===== config.mk =====
export PLATFORM = sky130hd
export DESIGN_NAME = tick_source
export DESIGN_NICKNAME = d
export VERILOG_FILES = /design/src/rtl/tick_source_pkg.sv /design/src/rtl/tick_source_dp.sv /design/src/rtl/tick_source_ctl.sv /design/src/rtl/tick_source.sv
export SDC_FILE = /design/constraint.sdc
export NUM_CORES = 1
export LEC_CHECK = 0
export ABC_AREA = 1
export CORE_MARGIN = 2
export CORE_UTILIZATION = 30
export CTS_BUF_LIST = sky130_fd_sc_hd__clkbuf_4
export DETAILED_ROUTE_END_ITERATION = 10
export PLACE_DENSITY_LB_ADDON = 0.2
export SYNTH_ARGS = -nofsm -noshare
export SYNTH_HDL_FRONTEND = slang
export SYNTH_SLANG_ARGS = --single-unit

===== constraint.sdc =====
create_clock -name clk -period 1.2 [get_ports clk]
set_input_delay 0.24 -clock clk [delete_from_list [all_inputs] [get_ports clk]]
set_output_delay 0.24 -clock clk [all_outputs]
set_load 0.02 [all_outputs]

===== src/rtl/tick_source_pkg.sv =====
package tick_source_pkg;

  typedef enum logic [2:0] {
    SEL_STOP     = 3'd0,
    SEL_DIV1     = 3'd1,
    SEL_DIV8     = 3'd2,
    SEL_DIV64    = 3'd3,
    SEL_DIV256   = 3'd4,
    SEL_DIV1024  = 3'd5,
    SEL_EXT_FALL = 3'd6,
    SEL_EXT_RISE = 3'd7
  } tickSel_e;

  localparam int NUM_TAPS = 4;
  // Number of low prescaler bits that must be zero for each divided tap.
  localparam int TAP_SHIFT [NUM_TAPS] = '{3, 6, 8, 10};
  localparam int PRESCALE_W = TAP_SHIFT[NUM_TAPS-1];

  typedef struct packed {
    logic [NUM_TAPS-1:0] tapHit;
    logic                pinRise;
    logic                pinFall;
  } tickStrobes_t;

endpackage


===== src/rtl/tick_source_dp.sv =====
module tick_source_dp
  import tick_source_pkg::*;
#(
  parameter int SYNC_STAGES = 2
) (
  input  logic         clk,
  input  logic         rstN,
  input  logic         extPin,
  output tickStrobes_t strobes
);

  logic [PRESCALE_W-1:0]  preCnt;
  logic [NUM_TAPS-1:0]    tapHit;
  logic [SYNC_STAGES-1:0] syncPipe;
  logic                   pinLast;
  logic                   pinNow;

  // Free-running prescaler shared by all divided taps.
  always_ff @(posedge clk or negedge rstN) begin
    if (!rstN) preCnt <= '0;
    else       preCnt <= preCnt + 1'b1;
  end

  for (genvar k = 0; k < NUM_TAPS; k++) begin : g_tap
    localparam int SH = TAP_SHIFT[k];
    assign tapHit[k] = (preCnt[SH-1:0] == '0);
  end

  // Pin synchronizer followed by one history flop for edge detection.
  always_ff @(posedge clk or negedge rstN) begin
    if (!rstN) begin
      syncPipe <= '0;
      pinLast  <= 1'b0;
    end else begin
      syncPipe <= {syncPipe[SYNC_STAGES-2:0], extPin};
      pinLast  <= syncPipe[SYNC_STAGES-1];
    end
  end

  assign pinNow = syncPipe[SYNC_STAGES-1];

  assign strobes.tapHit  = tapHit;
  assign strobes.pinRise = pinNow & ~pinLast;
  assign strobes.pinFall = ~pinNow & pinLast;

endmodule


===== src/rtl/tick_source_ctl.sv =====
module tick_source_ctl
  import tick_source_pkg::*;
(
  input  logic         clk,
  input  logic         rstN,
  input  logic [2:0]   clkSel,
  input  tickStrobes_t strobes,
  output logic         countEn
);

  tickSel_e selCode;
  logic     pick;

  assign selCode = tickSel_e'(clkSel);

  always_comb begin
    case (selCode)
      SEL_STOP:     pick = 1'b0;
      SEL_DIV1:     pick = 1'b1;
      SEL_DIV8:     pick = strobes.tapHit[0];
      SEL_DIV64:    pick = strobes.tapHit[1];
      SEL_DIV256:   pick = strobes.tapHit[2];
      SEL_DIV1024:  pick = strobes.tapHit[3];
      SEL_EXT_FALL: pick = strobes.pinFall;
      SEL_EXT_RISE: pick = strobes.pinRise;
      default:      pick = 1'b0;
    endcase
  end

  // Registered so the strobe is glitch-free and exactly one clock wide.
  always_ff @(posedge clk or negedge rstN) begin
    if (!rstN) countEn <= 1'b0;
    else       countEn <= pick;
  end

endmodule


===== src/rtl/tick_source.sv =====
module tick_source
  import tick_source_pkg::*;
#(
  parameter int SYNC_STAGES = 2
) (
  input  logic       clk,
  input  logic       rstN,
  input  logic [2:0] clkSel,
  input  logic       extPin,
  output logic       countEn
);

  tickStrobes_t strobes;

  tick_source_dp #(.SYNC_STAGES(SYNC_STAGES)) u_dp (
    .clk     (clk),
    .rstN    (rstN),
    .extPin  (extPin),
    .strobes (strobes)
  );

  tick_source_ctl u_ctl (
    .clk     (clk),
    .rstN    (rstN),
    .clkSel  (clkSel),
    .strobes (strobes),
    .countEn (countEn)
  );

endmodule


==> run summary <==
Synth area leaders: dfrtp_1 50%, nand2_1 11%, nor2_1 8.0%
WP data required: 1.37 ns
Synth cell types: 16
Tightest Pin Transition: 0.2229 ns
Hold Fails Final Rpt: 0
Io pins: 7
HPWL after detailed placement: 912.7 µm
DRC viols: 0
CP Cell Sequence: ha_2, nand2_2, nor3_4, nand2_1, nand2_1, nand2_1
Gr ovfl total: 0
CP Max Fanout: 4
Hold Buf Count CTS: 0
Clock skew: 0.002568 ns
Leak: 0.0004235 µW
Tot GR Track Use: 11.42%
Worst rel slew slack: 85.13%
Unrepaired setup endpoints after global routing: yes
Htree depth: 1
Clock Path Buffers: 2
DIE HEIGHT: 52.33 µm
P&R area growth vs syn: 26.43%
Initial antenna violation count: 0
Worst skew pair latency: 0.28 ns
CP endpoint kind: flip-flop
Avg WL per Cell: 9.866 µm
Worst stage delay on the critical path: 0.41 ns
Placed insts: 121
FP Rows: 17
Root Buffer: clkbuf_4
CP Class: flip-flop to flip-flop
Inserted Clock Buffers: 3
Vias: 534
Delay-heaviest family, CP: simple AND/OR/NAND/NOR gates
Final net count: 108
Pins Over Slew Limit: 0
Setup total negative slack: 0 ns
Most used flip-flop cell after synthesis: dfrtp_1
Routed Antenna Nets: 0
Clock sinks: 14
Initial drt markers: 7
Post-synthesis sequential area ratio: 50.00%
Arrival time at the worst endpoint: 1.36 ns
Synthesized area per cell: 8.243 µm²
EDFF count, synth: 0
Syn_nets: 93
Placer Congestion: 0.6989
Endpoints failing setup: 0
Min Tclk post-route: 1.183 ns
FMAX: 845.1 MHz
Power density cells: 916.3 mW/mm²
Post-synth top area cell: dfrtp_1
CTS tree: yes
Worst VDD drop: 0.0003766 V
Sequential power share: 59.4%
Final period util: 98.61%
Final Power: 811.7 µW
Initial Utilization: 31.67%
Most frequent cell after synthesis: nand2_1
Die X: 52.33 µm
Internal cell power: 625.8 µW
Die area: 0.002738 mm²
FF-to-FF Start: u_dp.preCnt[0]
Critical Path Start: u_dp.preCnt[0]
Ys async rst share: 100.0%
Synth Instances: 85
Switching fraction of total power: 22.91%
First-pass GRT wire length: 2201 µm
Hold Slack: 0.2711 ns
Vias in the first global route: 517
Via density: 4.205
Psw: 185.9 µW
Detailed-router iteration count before antenna repair: 4
Layout cells sized above 1: 19.19%
Fillers: 239
MaxCap Viol Count: 0
Share of the synthesized area in the top cell type: 50.00%
Buf+Inv Stages, Crit Path: 0
Final Non-Filler Cells: 127
Cell area after synthesis: 700.7 µm²
Clock group share of total power: 33.9%
Largest net degree at the start of global routing: 15
Clock-pin transition on the worst setup and hold timing paths: 0.09 ns
Hold crit path type: input port to async pin
I/O Buffers: 6
Gate power share: 6.8%
DRT Wirelength: 1253 µm
Seq cells post-synth: 14
Ys Warns: 0
Core footprint: 0.002212 mm²
Crit path max-delay cell type: dfrtp_1
ANT cells: 0
CP dominant cell by count: nand2_1
Reg-to-reg slack, setup: 0.02 ns
Post-synth top cells: 20 x nand2_1, 15 x nor2_1, 14 x dfrtp_1, 14 x inv_1, 6 x nand3_1
Design area: 885.9 µm²
Status: finished, final reports clean
Worst setup SP type: flip-flop
Placement Cell Area: 810.8 µm²
final cells by class:
type	count	area, µm²	area share [%]
Timing Repair Buffer	10	90.09	10.17
Inverter	15	56.30	6.356
Multi-Input combinational cell	56	327.8	37.01
Clock inverter	1	3.754	0.4237
Tap cell	28	35.03	3.955
Clock buffer	3	22.52	2.542
Sequential cell	14	350.3	39.55
repair_timing:
action,in CTS,in global routing
resized for setup,1,11
pin swaps,1,7
setup endpoints to repair,2,5
setup buffers,0,2
cells in the final DEF (no fill, tap or decap), drive strengths merged:
master / Yosys / final
a21oi: 1 / 1
buf: 0 / 4
clkbuf: 0 / 3
clkdlybuf4s15: 0 / 1
clkdlybuf4s50: 0 / 5
clkinv: 0 / 1
dfrtp: 14 / 14
ha: 2 / 2
inv: 15 / 15
nand2: 21 / 21
nand3: 6 / 6
nand3b: 1 / 1
nand4: 1 / 1
nor2: 15 / 15
nor3: 3 / 3
o21ai: 1 / 1
or2: 1 / 1
xor2: 4 / 4
state kept, by name, summed over array words and instances (netlist names):
register and count:
u_dp.preCnt 10, u_dp.syncPipe 2, u_ctl.countEn 1, u_dp.pinLast 1
kinds of logic after synthesis:
kind of cell | Yosys count | synth area share [%]
buf+inv | 15 | 8.035
flops | 14 | 50.00
xor+xnor | 4 | 4.999
fa+ha+maj | 2 | 3.571
compound gates | 2 | 1.427
simple gates | 48 | 31.97
path summary, 6_finish.rpt:
path	depth (start not counted)	to
max	6	u_dp.preCnt[8]
min	2	u_dp.syncPipe[1]
max reg2reg	6	u_dp.preCnt[8]
min reg2reg	0	u_dp.syncPipe[1]
max in group asynchronous	2	u_dp.preCnt[8]
min in group clk	0	u_dp.syncPipe[1]
through the flow:
stage / worst slack, ns / util [%]
3_3_place_gp: -0.07947 / 36.65
2_1_floorplan: 0.09705 / -
3_5_place_dp: -0.08456 / 36.65
5_1_grt: -0.05409 / 40.05
4_1_cts: 0.0009202 / 37.78
6_report: 0.01664 / 40.05
power by group through the flow:
stage / logic (µW) / clock network [µW] / registers [µW]
floorplan: 15.0 / 0 / 495
global placement: 57.0 / 0 / 491
detailed placement: 57.4 / 0 / 492
CTS: 55.8 / 289 / 482
global route: 63.0 / 309 / 484
finish: 54.8 / 275 / 482
metal layers:
metal,GRT usage (%),routed length [µm]
met1,14.34,604
met2,17.29,578
met3,2.571,43
met4,7.692,27
met5,0,0
(Power assumes the default switching activity.)
